$ cat config.mk
export PLATFORM = sky130hd
export DESIGN_NAME = gpio_irq_bank
export DESIGN_NICKNAME = d
export VERILOG_FILES = /design/src/rtl/gpio_bank_pkg.sv /design/src/rtl/gpio_sync.sv /design/src/rtl/gpio_edge_cause.sv /design/src/rtl/gpio_blink_gen.sv /design/src/rtl/gpio_irq_group.sv /design/src/rtl/gpio_irq_bank.sv
export SDC_FILE = /design/constraint.sdc
export NUM_CORES = 1
export LEC_CHECK = 0
export ABC_CLOCK_PERIOD_IN_PS = 6800
export CORE_UTILIZATION = 55
export DETAILED_ROUTE_END_ITERATION = 12
export MAX_ROUTING_LAYER = met4
export PLACE_DENSITY = 0.87
export SLEW_MARGIN = 20
export SYNTH_ARGS = -nofsm -noshare
export SYNTH_HDL_FRONTEND = slang
export SYNTH_HIERARCHICAL = 1
export SYNTH_SLANG_ARGS = --single-unit
$ cat constraint.sdc
create_clock -name clk -period 6.8 [get_ports clk]
set_input_delay 1.36 -clock clk [delete_from_list [all_inputs] [get_ports clk]]
set_output_delay 1.36 -clock clk [all_outputs]
set_load 0.005 [all_outputs]
$ cat src/rtl/gpio_bank_pkg.sv
package gpio_bank_pkg;
  localparam int unsigned REG_AW = 6;

  typedef enum logic [REG_AW-1:0] {
    OFS_DOUT   = 6'h00,
    OFS_DIR    = 6'h04,
    OFS_BLINK  = 6'h08,
    OFS_INV    = 6'h0C,
    OFS_VIEW   = 6'h10,
    OFS_CAUSE  = 6'h14,
    OFS_EMASK0 = 6'h18,
    OFS_LMASK0 = 6'h1C,
    OFS_EMASK1 = 6'h30,
    OFS_LMASK1 = 6'h34
  } gpio_ofs_e;
endpackage

$ cat src/rtl/gpio_sync.sv
module gpio_sync #(
  parameter int W = 32
) (
  input  logic         clk,
  input  logic         rst_n,
  input  logic [W-1:0] d,
  output logic [W-1:0] q
);
  logic [W-1:0] stage1;

  always_ff @(posedge clk or negedge rst_n) begin
    if (!rst_n) begin
      stage1 <= '0;
      q      <= '0;
    end else begin
      stage1 <= d;
      q      <= stage1;
    end
  end
endmodule

$ cat src/rtl/gpio_edge_cause.sv
module gpio_edge_cause #(
  parameter int W = 32
) (
  input  logic         clk,
  input  logic         rst_n,
  input  logic [W-1:0] view,
  input  logic         clr_wr,
  input  logic [W-1:0] clr_data,
  output logic [W-1:0] rise,
  output logic [W-1:0] cause
);
  logic [W-1:0] view_d;

  // bits written as 0 drop, bits written as 1 hold; a fresh edge always sets
  function automatic logic [W-1:0] next_cause(input logic [W-1:0] cur,
                                              input logic [W-1:0] keep,
                                              input logic [W-1:0] edges);
    return (cur & keep) | edges;
  endfunction

  assign rise = view & ~view_d;

  always_ff @(posedge clk or negedge rst_n) begin
    if (!rst_n) begin
      view_d <= '0;
      cause  <= '0;
    end else begin
      view_d <= view;
      cause  <= next_cause(cause, clr_wr ? clr_data : '1, rise);
    end
  end
endmodule

$ cat src/rtl/gpio_blink_gen.sv
module gpio_blink_gen #(
  parameter int unsigned DIV = 4
) (
  input  logic clk,
  input  logic rst_n,
  output logic tick,
  output logic phase
);
  localparam int unsigned CW = (DIV > 1) ? $clog2(DIV) : 1;
  localparam logic [CW-1:0] LAST = CW'(DIV - 1);

  logic [CW-1:0] cnt;

  assign tick = (cnt == LAST);

  always_ff @(posedge clk or negedge rst_n) begin
    if (!rst_n) begin
      cnt   <= '0;
      phase <= 1'b0;
    end else if (tick) begin
      cnt   <= '0;
      phase <= ~phase;
    end else begin
      cnt <= cnt + 1'b1;
    end
  end
endmodule

$ cat src/rtl/gpio_irq_group.sv
module gpio_irq_group #(
  parameter int W  = 32,
  parameter int GW = 8
) (
  input  logic [W-1:0]    view,
  input  logic [W-1:0]    lvl_mask,
  input  logic [W-1:0]    cause,
  input  logic [W-1:0]    edge_mask,
  output logic [W/GW-1:0] irq
);
  localparam int NG = W / GW;

  function automatic logic [W-1:0] line_req(input logic [W-1:0] v,
                                            input logic [W-1:0] lm,
                                            input logic [W-1:0] c,
                                            input logic [W-1:0] em);
    return (v & lm) | (c & em);
  endfunction

  logic [W-1:0] req;
  assign req = line_req(view, lvl_mask, cause, edge_mask);

  for (genvar g = 0; g < NG; g++) begin : g_grp
    assign irq[g] = |req[g*GW +: GW];
  end
endmodule

$ cat src/rtl/gpio_irq_bank.sv
module gpio_irq_bank
  import gpio_bank_pkg::*;
#(
  parameter int          NUM_LINES = 32,
  parameter int          GROUP_W   = 8,
  parameter int unsigned BLINK_DIV = 1000000,
  parameter bit          CPU1_EN   = 1'b1
) (
  input  logic                         clk,
  input  logic                         rst_n,
  input  logic [REG_AW-1:0]            reg_addr,
  input  logic                         reg_wr,
  input  logic [NUM_LINES-1:0]         reg_wdata,
  input  logic                         reg_rd,
  output logic [NUM_LINES-1:0]         reg_rdata,
  input  logic [NUM_LINES-1:0]         pin_in,
  output logic [NUM_LINES-1:0]         pin_out,
  output logic [NUM_LINES-1:0]         pin_oe,
  output logic [NUM_LINES/GROUP_W-1:0] irq_cpu0,
  output logic [NUM_LINES/GROUP_W-1:0] irq_cpu1
);
  localparam int NUM_GROUPS = NUM_LINES / GROUP_W;

  logic [NUM_LINES-1:0] dout_q, dir_q, blink_q, inv_q;
  logic [NUM_LINES-1:0] emask0_q, lmask0_q, emask1_q, lmask1_q;
  logic [NUM_LINES-1:0] sync_q, data_view, edge_rise, cause_q;
  logic                 cause_wr, blink_tick, blink_phase;

  // ---------------- input path ----------------
  gpio_sync #(.W(NUM_LINES)) u_sync (
    .clk(clk), .rst_n(rst_n), .d(pin_in), .q(sync_q)
  );

  assign data_view = sync_q ^ inv_q;
  assign cause_wr  = reg_wr && (reg_addr == OFS_CAUSE);

  gpio_edge_cause #(.W(NUM_LINES)) u_cause (
    .clk(clk), .rst_n(rst_n), .view(data_view),
    .clr_wr(cause_wr), .clr_data(reg_wdata),
    .rise(edge_rise), .cause(cause_q)
  );

  // ---------------- register writes ----------------
  always_ff @(posedge clk or negedge rst_n) begin
    if (!rst_n) begin
      dout_q   <= '0;
      dir_q    <= '1;
      blink_q  <= '0;
      inv_q    <= '0;
      emask0_q <= '0;
      lmask0_q <= '0;
    end else if (reg_wr) begin
      case (reg_addr)
        OFS_DOUT:   dout_q   <= reg_wdata;
        OFS_DIR:    dir_q    <= reg_wdata;
        OFS_BLINK:  blink_q  <= reg_wdata;
        OFS_INV:    inv_q    <= reg_wdata;
        OFS_EMASK0: emask0_q <= reg_wdata;
        OFS_LMASK0: lmask0_q <= reg_wdata;
        default: ;
      endcase
    end
  end

  // ---------------- processor 0 interrupts ----------------
  gpio_irq_group #(.W(NUM_LINES), .GW(GROUP_W)) u_grp0 (
    .view(data_view), .lvl_mask(lmask0_q), .cause(cause_q),
    .edge_mask(emask0_q), .irq(irq_cpu0)
  );

  // ---------------- optional processor 1 masks ----------------
  if (CPU1_EN) begin : g_cpu1
    always_ff @(posedge clk or negedge rst_n) begin
      if (!rst_n) begin
        emask1_q <= '0;
        lmask1_q <= '0;
      end else if (reg_wr && reg_addr == OFS_EMASK1) begin
        emask1_q <= reg_wdata;
      end else if (reg_wr && reg_addr == OFS_LMASK1) begin
        lmask1_q <= reg_wdata;
      end
    end

    gpio_irq_group #(.W(NUM_LINES), .GW(GROUP_W)) u_grp1 (
      .view(data_view), .lvl_mask(lmask1_q), .cause(cause_q),
      .edge_mask(emask1_q), .irq(irq_cpu1)
    );
  end else begin : g_no_cpu1
    assign emask1_q = '0;
    assign lmask1_q = '0;
    assign irq_cpu1 = '0;
  end

  // ---------------- blink and pad drive ----------------
  gpio_blink_gen #(.DIV(BLINK_DIV)) u_blink (
    .clk(clk), .rst_n(rst_n), .tick(blink_tick), .phase(blink_phase)
  );

  assign pin_out = dout_q ^ (blink_q & {NUM_LINES{blink_phase}});
  assign pin_oe  = ~dir_q;

  // ---------------- read mux ----------------
  always_comb begin
    reg_rdata = '0;
    if (reg_rd) begin
      case (reg_addr)
        OFS_DOUT:   reg_rdata = dout_q;
        OFS_DIR:    reg_rdata = dir_q;
        OFS_BLINK:  reg_rdata = blink_q;
        OFS_INV:    reg_rdata = inv_q;
        OFS_VIEW:   reg_rdata = data_view;
        OFS_CAUSE:  reg_rdata = cause_q;
        OFS_EMASK0: reg_rdata = emask0_q;
        OFS_LMASK0: reg_rdata = lmask0_q;
        OFS_EMASK1: reg_rdata = emask1_q;
        OFS_LMASK1: reg_rdata = lmask1_q;
        default:    reg_rdata = '0;
      endcase
    end
  end

  if (NUM_GROUPS * GROUP_W != NUM_LINES) begin : g_bad_group
    initial $error("NUM_LINES must be a multiple of GROUP_W");
  end
endmodule

---- Word level (Yosys, flattened, before mapping) ----
Index checks and enable logic that the tools add are counted.
cells by class
  add/sub/neg operators ................... 1
  reductions and logical operators ........ 19
  equality and inequality tests ........... 10
  bitwise logic cells ..................... 16
  muxes and demuxes ....................... 4
operator list
  cell                     count
  $pmux W32 S10            1
  $and A32 B32 Y32         7
  $or A32 B32 Y32          3
  $mux W32                 2
  $not A32 Y32             2
  $reduce_or A8 Y1         8
  $xor A32 B32 Y32         2
  $eq A6 B5 Y1 const B     4
  $add A20 B1 Y20 const B  1
  $eq A20 B20 Y1 const B   1
  $mux W20                 1
  $reduce_and A2 Y1        7
  $eq A6 B4 Y1 const B     2
  $eq A6 B6 Y1 const B     2
  $eq A6 B3 Y1 const B     1
  $logic_not A6 Y1         1
  $logic_and A1 B1 Y1      3
  $not A1 Y1               2
storage, ports and cells
  output and inout bits ................... 104
  word-level logic and storage cells ...... 64
  bits in registers ....................... 405
  input port bits ......................... 74

---- Longest topological paths before layout ----
  word-level depth ........................ 5
  gate-level depth with buffers ........... 7
  mapped depth without buffers ............ 5

---- Hierarchy ----
The synthesis kept the hierarchy.
by module, submodules not included
  module           instances  cells each  area each (µm²)  seq. area each (µm²)
  gpio_irq_bank    1          1115        13374.1          6446.2
  gpio_edge_cause  1          163         2264.7           1601.5
  gpio_sync        1          64          1601.5           1601.5
  gpio_blink_gen   1          92          982.2            525.5
  gpio_irq_group   2          36          405.4            0.0

---- Worst setup path after synthesis ----
No wires, ideal clock.
  path type ............................... input to output
  from .................................... input reg_addr[0]
  to ...................................... output reg_rdata[21]
  cell stages on the path ................. 6
  data arrival time ....................... 2944 ps
  path buffers ............................ 2
  path slack .............................. 2496 ps
  required time ........................... 5440 ps
  cell sequence ........................... buf_4 -> or4_4 -> buf_6 -> or4_1 -> o211a_1 -> a41oi_2
between the ends
  cells in the longest elaborated chain, start to end .. 3
  elaborated cells on any way between the ends .. 12
  classes of those cells .................. eq/ne: 9; mux: 2; reduce/logical: 1
ends and longest elaborated chain
  element                               line                  text
  start: declaration                    gpio_irq_bank.sv:11   input logic [REG_AW-1:0] reg_addr,
  $eq A6 B6 Y1 (tied with other cells)  gpio_irq_bank.sv:106  case (reg_addr)
  $pmux W32 S10 *                       gpio_irq_bank.sv:106
  $mux W32 *                            gpio_irq_bank.sv:105  if (reg_rd) begin
  end: declaration                      gpio_irq_bank.sv:15   output logic [NUM_LINES-1:0] reg_rdata,
Every way passes the cells marked *; elsewhere a longest branch is shown, timed or not.

---- Worst setup path in the final report ----
  from .................................... input reg_addr[1]
  to ...................................... output reg_rdata[8]
The elaborated chain is that of the path after synthesis.

==> results.yml <==
logic_synthesis:
  synthMuxAreaShare: 0.1850
  synth_compound_area_frac: 0.1194
  synthSimpleGateAreaFrac: 0.09473
  synthCells: 1506
  synth.lib_cells_used.distinct: 64
  synthesis.area_per_instance_um2: 12.64
  synth_area_um2: 19030
  synth_warnings: 6
  synth_sequential_area_ratio: 0.5346
  flip_flop_and_latch_count_after_synthesis: 405
  synthArstFlopShare: 1.000
  synth_top_family_by_area: "multiplexers"
  dominantRegCellSynth: "sky130_fd_sc_hd__dfrtp_1"
  adder_and_majority_gate_portion_of_the_synthesized_area: 0.0006574
  synth-edff-count: 0
  fraction_of_synthesized_cell_area_in_xor_and_xnor_cells: 0.03589
  synth_nets: 1581
clocking:
  number_of_sinks_on_the_clock_net: 405
  resized_gates_after_cts: 0
  worst_skew_pair.late_latency_ns: 0.55
  cts_tree: "built"
  clock_tree.buffer_depth: 3
  ctsHtreeMaxLevel: 2
  clk_root_buffer_cell: "sky130_fd_sc_hd__clkbuf_16"
  ctsHoldBuffers: 0
  worst_setup_hold_path_clk_slew_ns: 0.06
  cts_setup_buffers: 0
  cts_inserted_buffers: 43
pwr:
  post-layout-total-power_mw: 6.150
  power.density_cell_area_nw_per_um2: 271.6
  total_leakage_power_nw: 9.764
  ir_drop_v: 0.0002100
cells_and_area:
  area_delta_synth_final_pct: 18.97
  drive_above_1_share: 0.2817
  final_design_area_no_fill_um2: 22640
  fillers: 2349
  layout_common_cells: "sky130_fd_sc_hd__dfrtp_1, sky130_fd_sc_hd__mux2_2, sky130_fd_sc_hd__clkdlybuf4s50_1"
  nNetsFinal: 1746
  mostFrequentLayoutCell: "sky130_fd_sc_hd__dfrtp_1"
timing:
  hold_viol_final: 0
  timing.setup.tns_ns: 0
  unrepaired_setup_endpoints_after_global_routing: "no"
  finalClockSkew_ns: 0.01873
  worst_pin_slew_ns: 1.044
  timing.final.crit_period_ns: 6.025
  max_clock_freq_mhz: 166.0
  max_slew_margin: 0.3014
  final_max_slew_viol_count: 0
  min_period_over_period: 0.8860
  setup_viol: 0
hold_path:
  worstHoldPathType: "reg2reg"
floorplanning:
  fp.dieArea_um2: 35350
  top_level_ports: 178
  die_y_um: 188.0
  fp.dieW_um: 188.0
  rows: 67
  floorplan.initialDensity: 0.5634
  core_um2: 33780
outcome:
  run_status: "finished clean"
route:
  drtPass1Iterations: 7
  vias: 13950
  drc: 0
  detail_route.wl_per_cell_um: 25.04
  detailedRoute.firstIterationViolations: 1304
  drt_wl_total_um: 54040
  avgViaCountPerCell: 6.463
  antenna_viol_nets_final: 0
setup_path:
  setup.worst_path.start_class: "primary input"
  critical_path_arrival_ns: 4.66
  crit_path_required_time_ns: 5.44
  critPathCaptureType: "output port"
  critPathKind: "in2out"
  critical_path.max_fanout: 22
placement:
  placed_area_um2: 21240
  place.gp.congestion: 0.9636
  portBuffers: 177
  detailed_place_hpwl_um: 34770
global_route:
  global_route_wire_length_before_repair_um: 83170
  grt_pass1_vias: 14390
  global_route.overflow_total: 0
  grt.total_usage: 0.3156
  grt_max_degree: 186
  antenna_found_initial: 5
run:
  cap_viol_max_count: 0
[final cells by class]
| type | count | area [µm²] | share of cell area |
|---|---|---|---|
| Sequential cell | 405 | 10180 | 0.4494 |
| Clock inverter | 12 | 138.9 | 0.006134 |
| Timing Repair Buffer | 207 | 2019 | 0.08919 |
| Tap cell | 448 | 560.5 | 0.02476 |
| Clock buffer | 66 | 1252 | 0.05531 |
| Antenna cell | 6 | 15.01 | 0.0006631 |
| Multi-Input combinational cell | 973 | 8327 | 0.3677 |
| Inverter | 41 | 153.9 | 0.006797 |
[power breakdown]
part           internal (mW)  switching (mW)  total [mW]
clock                   1.38           0.938        2.32
combinational          0.493           0.422       0.916
sequential              2.69           0.225        2.92
total                   4.56            1.59        6.15
[stage by stage]
step	hold WS (ns)	util	setup slack [ns]	std cells
after floorplan	0.3312	-	2.496	1506
after global placement	0.3322	0.6286	0.9440	2074
after detailed placement	0.3347	0.6286	0.9042	2074
after CTS	0.3439	0.6698	0.8841	2152
after global routing	0.3527	0.6702	0.7015	2157
final	0.3400	0.6702	0.7752	2158
[state kept, by name (all words and copies together), names as in the netlist]
name and flops:
lmask0_q 32, lmask1_q 32, u_sync/stage1 32, emask1_q 32
u_cause/cause 32, dir_q 32, emask0_q 32, blink_q 32
dout_q 32, u_blink/phase 1, u_sync/q 32, u_cause/view_d 32
inv_q 32, u_blink/cnt 20
[synthesized netlist by cell type, types with 18 or more instances]
| master | n | area, µm² |
|---|---|---|
| sky130_fd_sc_hd__o21ai_0 | 33 | 165.2 |
| sky130_fd_sc_hd__clkbuf_1 | 51 | 191.4 |
| sky130_fd_sc_hd__mux2_2 | 282 | 3176 |
| sky130_fd_sc_hd__nor3_1 | 41 | 205.2 |
| sky130_fd_sc_hd__mux2i_1 | 30 | 300.3 |
| sky130_fd_sc_hd__nand2b_1 | 43 | 269.0 |
| sky130_fd_sc_hd__and3_1 | 29 | 181.4 |
| sky130_fd_sc_hd__xnor2_1 | 41 | 359.1 |
| sky130_fd_sc_hd__a41oi_1 | 22 | 192.7 |
| sky130_fd_sc_hd__buf_2 | 18 | 90.09 |
| sky130_fd_sc_hd__a32oi_1 | 23 | 201.4 |
| sky130_fd_sc_hd__a21o_1 | 32 | 240.2 |
| sky130_fd_sc_hd__xor2_1 | 37 | 324.1 |
| sky130_fd_sc_hd__inv_1 | 40 | 150.1 |
| sky130_fd_sc_hd__a22oi_1 | 19 | 142.6 |
| sky130_fd_sc_hd__nand2_1 | 66 | 247.7 |
| sky130_fd_sc_hd__a22o_1 | 34 | 297.8 |
| sky130_fd_sc_hd__dfstp_2 | 32 | 840.8 |
| sky130_fd_sc_hd__nor2b_1 | 35 | 219.0 |
| sky130_fd_sc_hd__dfrtp_1 | 373 | 9334 |
| sky130_fd_sc_hd__a221oi_2 | 32 | 480.5 |
[worst max-delay path, cell delays in order]
cell and delay [ns]:
sky130_fd_sc_hd__clkdlybuf4s50_1 0.66, sky130_fd_sc_hd__or4_4 0.84, sky130_fd_sc_hd__nor2_2 0.54, sky130_fd_sc_hd__a32oi_1 0.19, sky130_fd_sc_hd__a41oi_1 0.47, sky130_fd_sc_hd__clkdlybuf4s50_1 0.59
[layer usage]
metal	track usage	share of wire	wire length, µm
met1	0.3956	0.39	20920
met2	0.4818	0.47	25370
met3	0.06757	0.092	4996
met4	0.1651	0.051	2754
met5	-	0	0
[worst paths after layout]
kind	slack (ns)	start	cells past startpoint	endpoint
min in group asynchronous	0.85	rst_n	1	blink_q[27]$_DFFE_PN0P_
min reg2reg	0.34	u_sync/stage1[5]$_DFF_PN0_	0	u_sync/q[5]$_DFF_PN0_
min	0.34	u_sync/stage1[5]$_DFF_PN0_	0	u_sync/q[5]$_DFF_PN0_
max in group asynchronous	4.50	rst_n	2	u_sync/q[12]$_DFF_PN0_
max	0.78	reg_addr[1]	6	reg_rdata[8]
max reg2reg	4.78	u_blink/cnt[8]$_DFF_PN0_	4	u_blink/cnt[19]$_DFF_PN0_
[cells by family (layout without fill, tap and decap cells)]
logic type,after synthesis,count (layout)
AOI/OAI and AO/OA,265,265
xor gates and xnor gates,78,78
adders and majority gates,1,1
buffers and inverters,128,326
DFF,405,405
muxes,316,316
other,0,6
and+or+nand+nor,313,313
No activity file was read; power rests on OpenSTA's default activity.
